--- config.mk ---
export PLATFORM = sky130hd
export DESIGN_NAME = ifn_neuron
export DESIGN_NICKNAME = d
export VERILOG_FILES = /design/src/rtl/ifn_pkg.sv /design/src/rtl/ifn_sat_add.sv /design/src/rtl/ifn_thresh_cmp.sv /design/src/rtl/ifn_ctrl.sv /design/src/rtl/ifn_neuron.sv
export SDC_FILE = /design/constraint.sdc
export NUM_CORES = 1
export LEC_CHECK = 0
export BUFFER_PORTS_ARGS = -buffer_cell sky130_fd_sc_hd__buf_2
export CAP_MARGIN = 20
export CELL_PAD_IN_SITES_DETAIL_PLACEMENT = 0
export CELL_PAD_IN_SITES_GLOBAL_PLACEMENT = 2
export CORE_ASPECT_RATIO = 1.75
export CORE_MARGIN = 2
export CORE_UTILIZATION = 29
export DETAILED_ROUTE_END_ITERATION = 16
export HOLD_SLACK_MARGIN = 0.1
export PLACE_DENSITY_LB_ADDON = 0.1
export REMOVE_ABC_BUFFERS = 1
export SLEW_MARGIN = 10
export SYNTH_ARGS = -nofsm -noshare
export SYNTH_HDL_FRONTEND = slang
export SYNTH_SLANG_ARGS = --single-unit
--- constraint.sdc ---
create_clock -name clk -period 2.88 [get_ports clk]
set_clock_uncertainty 0.05 [all_clocks]
set_input_delay 0.144 -clock clk [delete_from_list [all_inputs] [get_ports clk]]
set_output_delay 0.144 -clock clk [all_outputs]
set_load 0.005 [all_outputs]
--- src/rtl/ifn_pkg.sv ---
package ifn_pkg;

  localparam int IFN_DATA_W = 10;

  typedef enum logic {
    PH_EVAL  = 1'b0,
    PH_ACCUM = 1'b1
  } ifn_phase_e;

  typedef enum logic [1:0] {
    ACT_HOLD  = 2'd0,
    ACT_ADD   = 2'd1,
    ACT_LOAD  = 2'd2,
    ACT_CLEAR = 2'd3
  } ifn_act_e;

endpackage

--- src/rtl/ifn_sat_add.sv ---
module ifn_sat_add #(
  parameter int DATA_W = ifn_pkg::IFN_DATA_W
) (
  input  logic signed [DATA_W-1:0] a_i,
  input  logic signed [DATA_W-1:0] b_i,
  output logic signed [DATA_W-1:0] sum_o
);
  localparam int EXT_W = DATA_W + 1;
  localparam logic signed [DATA_W-1:0] POS_RAIL = {1'b0, {(DATA_W-1){1'b1}}};
  localparam logic signed [DATA_W-1:0] NEG_RAIL = {1'b1, {(DATA_W-1){1'b0}}};

  logic signed [EXT_W-1:0] wide;
  logic                    ovf;

  // One guard bit; overflow shows as disagreement of the top two bits.
  assign wide = EXT_W'(a_i) + EXT_W'(b_i);
  assign ovf  = wide[EXT_W-1] ^ wide[EXT_W-2];

  always_comb begin
    if (!ovf)
      sum_o = wide[DATA_W-1:0];
    else if (wide[EXT_W-1])
      sum_o = NEG_RAIL;
    else
      sum_o = POS_RAIL;
  end
endmodule

--- src/rtl/ifn_thresh_cmp.sv ---
module ifn_thresh_cmp #(
  parameter int DATA_W = ifn_pkg::IFN_DATA_W
) (
  input  logic signed [DATA_W-1:0] vmem_i,
  input  logic signed [DATA_W-1:0] thresh_i,
  output logic                     above_o
);
  // Strictly greater: equality does not fire.
  assign above_o = (vmem_i > thresh_i);
endmodule

--- src/rtl/ifn_ctrl.sv ---
module ifn_ctrl
  import ifn_pkg::*;
(
  input  logic       clr_i,
  input  ifn_phase_e phase_i,
  input  logic       spike_i,
  input  logic       above_i,
  output ifn_act_e   act_o,
  output logic       fire_o
);
  always_comb begin
    act_o = ACT_HOLD;
    if (clr_i)
      act_o = ACT_CLEAR;
    else if (phase_i == PH_ACCUM)
      act_o = spike_i ? ACT_ADD : ACT_HOLD;
    else
      act_o = above_i ? ACT_LOAD : ACT_HOLD;
  end

  assign fire_o = (act_o == ACT_LOAD);
endmodule

--- src/rtl/ifn_neuron.sv ---
module ifn_neuron
  import ifn_pkg::*;
#(
  parameter int DATA_W = IFN_DATA_W
) (
  input  logic                     clk,
  input  logic                     rst_n,
  input  logic                     clr_i,
  input  logic                     mode_i,
  input  logic                     spike_i,
  input  logic signed [DATA_W-1:0] weight_i,
  input  logic signed [DATA_W-1:0] thresh_i,
  input  logic signed [DATA_W-1:0] reset_val_i,
  output logic                     spike_o,
  output logic signed [DATA_W-1:0] vmem_o
);
  logic signed [DATA_W-1:0] vmem_q;
  logic signed [DATA_W-1:0] vmem_d;
  logic signed [DATA_W-1:0] acc_sum;
  logic                     above;
  logic                     fire;
  logic                     spike_q;
  ifn_act_e                 act;
  ifn_phase_e               phase;

  assign phase = ifn_phase_e'(mode_i);

  ifn_sat_add #(.DATA_W(DATA_W)) u_add (
    .a_i   (vmem_q),
    .b_i   (weight_i),
    .sum_o (acc_sum)
  );

  ifn_thresh_cmp #(.DATA_W(DATA_W)) u_cmp (
    .vmem_i   (vmem_q),
    .thresh_i (thresh_i),
    .above_o  (above)
  );

  ifn_ctrl u_ctrl (
    .clr_i   (clr_i),
    .phase_i (phase),
    .spike_i (spike_i),
    .above_i (above),
    .act_o   (act),
    .fire_o  (fire)
  );

  always_comb begin
    case (act)
      ACT_ADD:   vmem_d = acc_sum;
      ACT_LOAD:  vmem_d = reset_val_i;
      ACT_CLEAR: vmem_d = '0;
      default:   vmem_d = vmem_q;
    endcase
  end

  always_ff @(posedge clk or negedge rst_n) begin
    if (!rst_n) begin
      vmem_q  <= '0;
      spike_q <= 1'b0;
    end else begin
      vmem_q  <= vmem_d;
      spike_q <= fire;
    end
  end

  assign vmem_o  = vmem_q;
  assign spike_o = spike_q;
endmodule

==> results of run 1 <==
## metal layers
layer	up-vias	global-route usage, %	share of wire, %	routed length, um
met5	-	0	0	0
met4	0	5.000	0.96	36
met3	2	1.129	3.4	127
met2	28	26.98	55	2044
met1	602	19.19	41	1525
li1	641	-	-	-
## worst min-delay path by stage
stage / from / endpoint / slack, ns / cells after the start
global placement: rst_n / spike_o$_DFF_PN0_ / -0.02 / 1
CTS: clr_i / vmem_o[2]$_DFFE_PN0P_ / 0.12 / 2
floorplan: rst_n / spike_o$_DFF_PN0_ / -0.20 / 0
detailed placement: rst_n / spike_o$_DFF_PN0_ / -0.01 / 1
finish: clr_i / vmem_o[2]$_DFFE_PN0P_ / 0.12 / 2
global route: clr_i / vmem_o[2]$_DFFE_PN0P_ / 0.13 / 2
## Yosys cell counts, types with 4 or more instances
library cell / number
a21oi_1: 8
o21ai_0: 4
inv_1: 18
o31ai_1: 8
nand2b_1: 7
ha_1: 20
dfrtp_1: 11
a211oi_1: 7
a21o_1: 5
nand2_1: 4
## worst max-delay path, cell delays in order (launching register included)
cell and delay (ns):
dfrtp_1 0.39, ha_1 0.20, inv_1 0.07, fa_1 0.20
nor2b_2 0.06, o2111ai_1 0.23, a21oi_1 0.12, or4b_1 0.55
mux2_2 0.32, o21bai_2 0.27, a211oi_1 0.09
## state kept, by name (all words and copies together), names as in the netlist
name,count
vmem_o,10
spike_o,1
## power by group through the flow
stage / clock network, mW / registers, mW / logic (mW)
2_1_floorplan: 0 / 0.217 / 0.355
3_3_place_gp: 0 / 0.222 / 0.524
3_5_place_dp: 0 / 0.224 / 0.530
4_1_cts: 0.158 / 0.221 / 0.533
5_1_grt: 0.167 / 0.225 / 0.604
6_report: 0.155 / 0.220 / 0.531
## cell type report
type                            count  area [um2]  share of cell area [%]
Sequential cell                    11       275.3                   16.52
Tap cell                           51       63.81                   3.829
Multi-Input combinational cell    111       942.2                   56.53
Clock buffer                        4       45.04                   2.703
Timing Repair Buffer               51       272.8                   16.37
Inverter                           18       67.56                   4.054
## stage by stage
stage / area, um2 / instances / hold slack (ns) / utilization [%] / setup slack, ns
floorplan: 1279 / 140 / -0.2016 / - / 0.3426
global placement: 1605 / 241 / -0.01853 / 36.78 / 0.01354
detailed placement: 1605 / 241 / -0.009871 / 36.78 / 0.01716
CTS: 1660 / 246 / 0.1237 / 38.04 / 0.003718
global route: 1667 / 246 / 0.1298 / 38.19 / 0.01547
finish: 1667 / 246 / 0.1234 / 38.19 / 0.1993
## repair_timing
item                                   in CTS  in global routing
buffers inserted                            0                  0
endpoints found under the hold margin      11                  0
resized for setup                           0                  2
hold buffers                                1                  0
setup endpoints to repair                   0                  9
## cells by family after synthesis
| group | Yosys count | synth area share [%] |
|---|---|---|
| xor gates and xnor gates | 6 | 4.047 |
| AOI/OAI and AO/OA | 46 | 28.23 |
| muxes | 2 | 1.638 |
| and+or+nand+nor | 36 | 17.34 |
| adders and majority gates | 21 | 20.81 |
| DFF | 11 | 21.19 |
| buffers and inverters | 21 | 6.743 |
==> impl_results.md, run 1 <==
* Synthesized instance count at 143
* Die footprint at a little over 5000 um2
* CTS tree: built
* Largest net degree at the start of global routing at 15
* Drt total wl at between 3000 and 4000 um
* Fillers at ~490
* Die span in y at 92.53 um
* Worst R2R Path Depth at 10
* Cell taking the most area after synthesis: dfrtp_1
* Final hold vios at 0
* Floorplan core area at 4364 um2
* GR Util All Layers at between 10% and 20%
* Post-DP HPWL at 3196 um
* Crit. Startpoint: vmem_o[0]$_DFFE_PN0P_
* Pleak at 0.8761 nW
* Synth warn at 0
* Sequential fraction of design power at 24.3%
* Initial DRC count at 18
* Post-synth EDFFs at 0
* Fin crit period at 2.681 ns
* DR WL/cell at 15.18 um
* FP Rows at 32
* #FFs+latches synth at 11
* Vias per cell at 5.175
* Overflow left after global routing at 0
* Worst Path Max Fanout at 6
* Port bufs at 45
* DIE WIDTH at 54.59 um
* Switch Pwr at 0.3727 mW
* Starting Density at 29.76%
* Mapped Area at around 1300 um2
* Max Clock Freq at 0.3730 GHz
* R2R Setup Slk at 0.20 ns
* Vias in the first global route at 1249
* Worst-path clk slew at 0.05 ns
* Top FF cell, synth: dfrtp_1
* WP data required at 2.94 ns
* Syn-to-layout area delta at 28.32%
* Global placement routability congestion at 0.7510
* CP Class: reg -> reg
* Initial antenna violation count at 0
* Max-slew violations at 0
* Max clock buf depth at 2
* Ys async rst share at 100.0%
* Clk pwr share at 17.1%
* Worst-Margin Slew at 0.8489 ns
* Area contributors post-synth: dfrtp_1 (21%), ha_1 (19%), inv_1 (5.2%), o31ai_1 (4.6%), a211oi_1 (4.0%)
* Global-route wire length before repair at 5796 um
* FF-to-FF End: vmem_o[7]$_DFFE_PN0P_
* P_int at ~0.53 mW
* CP startpoint kind: register
* Crit end category: register
* Vias at 1273
* Final total power at 0.9063 mW
* Clock root buffer master: clkbuf_8
* IO Count at 46
* DRC at 0
* TritonCTS Buffers at 3
* Layout cells sized above 1 at 35.38%
* Commonest non-fill, non-tap cell in the layout: buf_2
* H-tree depth at 1
* Post-synthesis sequential area ratio at 21.19%
* Mapped Avg Cell Area at 9.082 um2
* # diodes at 0
* HP Class: in -> reg
* Setup TNS at 0 ns
* Signal arrival time at the worst endpoint at 2.74 ns
* Antenna viol nets, final at 0
* Most frequent cells in the layout: buf_2 (45), ha_1 (20), inv_1 (18), dfrtp_1 (11)
* Combinational fraction of design power at between 50% and 60%
* PD cells at ~540 nW/um2
* RSZ-0062 raised after global routing: no
* Setup-failing EPs final at 0
* Max-Cap Viols at 0
* Status: finished clean
* Slew headroom at between 40 and 50%
* Maximum VDD drop at 0.2009 mV
* Worst setup endpoint: vmem_o[7]$_DFFE_PN0P_
* Fin nets at between 200 and 300
* Area share of the largest cell type after synthesis at a little over a fifth
* RR Startpoint: vmem_o[0]$_DFFE_PN0P_
* DR pass1 iterations at 4
* Synth cell types at 46
* Worst skew pair latency at 0.23 ns
* CTS Sinks at 11
* Period utilization at 93.08%
* Switching share of power at 41.12%
Note: power is estimated with default switching activity, not from simulation.
==> inputs of run 2 (changes only) <==
CORE_UTILIZATION = 26   (was 29)
SETUP_SLACK_MARGIN = 0.2   (was unset)
clock period = 2.3 ns   (was 2.88 ns; I/O delays follow)
==> run 2 against run 1 <==
  * The run now ends with setup timing left
  * Via count grew 9.6%
  * Setup slack worse by 0.39 ns
  * Final cell count rose by 15%
  * Critical path type unchanged
  * Die area up 11%
  * Design area increased by 27%
==> impl_results.md, run 2 (synthesis results as in run 1) <==
* Starting Density at 26.55% (-3.2 points)
* Floorplan core area at 4892 um2 (+12%)
* Worst skew pair latency at 0.23 ns (about the same)
* RSZ-0062 raised after global routing: yes
* Pleak at 1.070 nW (+22%)
* H-tree depth at 1 (unchanged)
* Initial antenna violation count at 0 (unchanged)
* Global-route wire length before repair at 6817 um (+18%)
* Max Clock Freq at 0.4016 GHz (+7.7%)
* Vias per cell at 4.929 (-4.7%)
* Vias in the first global route at 1530 (+22%)
* Fin crit period at 2.490 ns (-0.1909 ns)
* HP Class: in -> reg
* DR pass1 iterations at 3 (-1)
* Met3 GRT Util at 0.9321% (-0.20 points)
* Final total power at 1.445 mW (+59%)
* DRC at 0 (unchanged)
* Global placement routability congestion at 0.8219 (+9.4%)
* PD cells at 681.2 nW/um2 (+25%)
* Fin nets at 286 (+13%)
* Setup WS post-layout at -0.1898 ns (-0.3891 ns)
* Max reg flops at 10 (unchanged)
* Post-route insts no fill at 283 (+15%)
* CTS Sinks at 11 (unchanged)
* GR Util All Layers at 15.27% (-0.26 points)
* Met2 usage at 28.93% (+1.9 points)
* Worst R2R Path Depth at 11 (+1)
* Max clock buf depth at 2 (unchanged)
* Period utilization at 108.3% (+15 points)
* Crit end category: register
* Largest net degree at the start of global routing at 15 (unchanged)
* Most frequent cells in the layout: buf_2 (45), buf_4 (32), inv_1 (17), ha_1 (14), dfrtp_1 (11)
* Worst Path Max Fanout at 4 (-2)
* Area after DPL at 1839 um2 (+15%)
* Commonest non-fill, non-tap cell in the layout: buf_2
* Final hold vios at 0 (unchanged)
* DIE WIDTH at 57.43 um (+5.2%)
* Slew headroom at 41.24% (-2.1 points)
* Setup TNS at -1.478 ns (-1.478 ns)
* Syn-to-layout area delta at 63.39%
* Status: complete, but fails checks
* Met1 Track Usage GR at 16.71% (-2.5 points)
* Maximum VDD drop at 0.3627 mV (+81%)
* Worst-Margin Slew at 0.8809 ns (+0.03204 ns)
* Antenna viol nets, final at 0 (unchanged)
* Gr busiest metal: met2
* Fillers at 512 (+4.9%)
* Post-DP HPWL at 3527 um (+10%)
* Die footprint at 5599 um2 (+11%)
* Failing checks: setup timing
* TritonCTS Buffers at 3 (unchanged)
* CP Class: reg -> reg
* Port bufs at 45 (unchanged)
* CP startpoint kind: register
* Die span in y at 97.50 um (+5.4%)
* IO Count at 46 (unchanged)
* Initial DRC count at 11 (-7)
* Setup-failing EPs final at 9 (+9)
* Max-slew violations at 0 (unchanged)
* Vias at 1395 (+9.6%)
* Drt total wl at 4195 um (+12%)
* DR WL/cell at 14.82 um (-2.3%)
* Worst-path clk slew at 0.05 ns (about the same)
* Hold Crit Depth at 3 (+1)
* WP data required at 2.35 ns (-0.59 ns)
* Placed cell count at 273 (+13%)
* # diodes at 0 (unchanged)
* CTS tree: built
* Overflow left after global routing at 0 (unchanged)
* Layout cells sized above 1 at 53.71% (+18 points)
* Signal arrival time at the worst endpoint at 2.54 ns (-0.20 ns)
* FP Rows at 34 (+6.3%)
* Post-route cell area at 2122 um2 (+27%)
* Max-Cap Viols at 0 (unchanged)
* Clock root buffer master: clkbuf_8
-- run 2: changes by cell type in the layout (fill, tap and decap cells not counted), moves of 2 or more --
cell and delta:
a21oi_1 -2, ha_1 -6, ha_4 +3, buf_4 +27, a2111oi_2 -2, a2111oi_4 +2, buf_6 +5, a21oi_2 +2
a211oi_1 -3, ha_2 +3, a211oi_2 +3
-- run 2: area by class of cell --
class	instances	area (um2)	area share, %
Timing Repair Buffer	85	561.8	26.47
Sequential cell	11	275.3	12.97
Inverter	18	67.56	3.184
Tap cell	54	67.56	3.184
Clock buffer	4	45.04	2.123
Multi-Input combinational cell	111	1105	52.06
-- run 2: layer usage --
metal	up-vias	part of all wire, %
li1	708	-
met1	657	38
met2	26	58
met3	4	2.9
met4	0	1.8
met5	-	0
-- run 2: power by group --
group	internal, mW	switching [mW]	total, mW	leakage, nW
clock network	0.121	0.0635	0.184	0.0228
registers	0.231	0.0342	0.266	0.145
logic	0.537	0.458	0.995	0.902
total	0.889	0.556	1.45	1.07
-- run 2: metrics by stage --
step	utilization [%]	hold slack (ns)	setup WS, ns
after global placement	37.60	-0.05026	-0.4501
after CTS	41.30	0.1565	-0.1864
after global routing	43.38	0.1878	-0.2842
after detailed placement	37.60	-0.04868	-0.4614
after floorplan	-	-0.2306	-0.2374
final	43.38	0.1563	-0.1898
-- run 2: path summary, 6_finish.rpt --
kind,slack [ns],end,from
min in group asynchronous,0.24,vmem_o[7]$_DFFE_PN0P_,rst_n
worst max register to register,-0.19,vmem_o[3]$_DFFE_PN0P_,vmem_o[0]$_DFFE_PN0P_
worst min register to register,0.70,vmem_o[0]$_DFFE_PN0P_,vmem_o[0]$_DFFE_PN0P_
max in group asynchronous,1.75,vmem_o[9]$_DFFE_PN0P_,rst_n
worst min-delay path,0.16,vmem_o[9]$_DFFE_PN0P_,reset_val_i[9]
worst max-delay path,-0.19,vmem_o[3]$_DFFE_PN0P_,vmem_o[0]$_DFFE_PN0P_
-- run 2: critical path: stages, from the launching register on --
cell       delay (ns)
dfrtp_1          0.38
ha_2             0.19
inv_2            0.06
fa_2             0.21
nor2b_2          0.05
o2111ai_2        0.21
a21oi_2          0.09
or4b_4           0.49
mux2_4           0.31
o21bai_4         0.14
buf_6            0.14
a211oi_2         0.04
-- run 2: timing repair --
| action | 4_1_cts | 5_1_grt |
|---|---|---|
| gates resized for setup | 19 | 17 |
| hold buffers | 2 | 0 |
| pin swaps | 14 | 8 |
| hold endpoints to repair | 12 | 0 |
| buffers inserted | 3 | 1 |
| endpoints found under the setup margin | 11 | 11 |
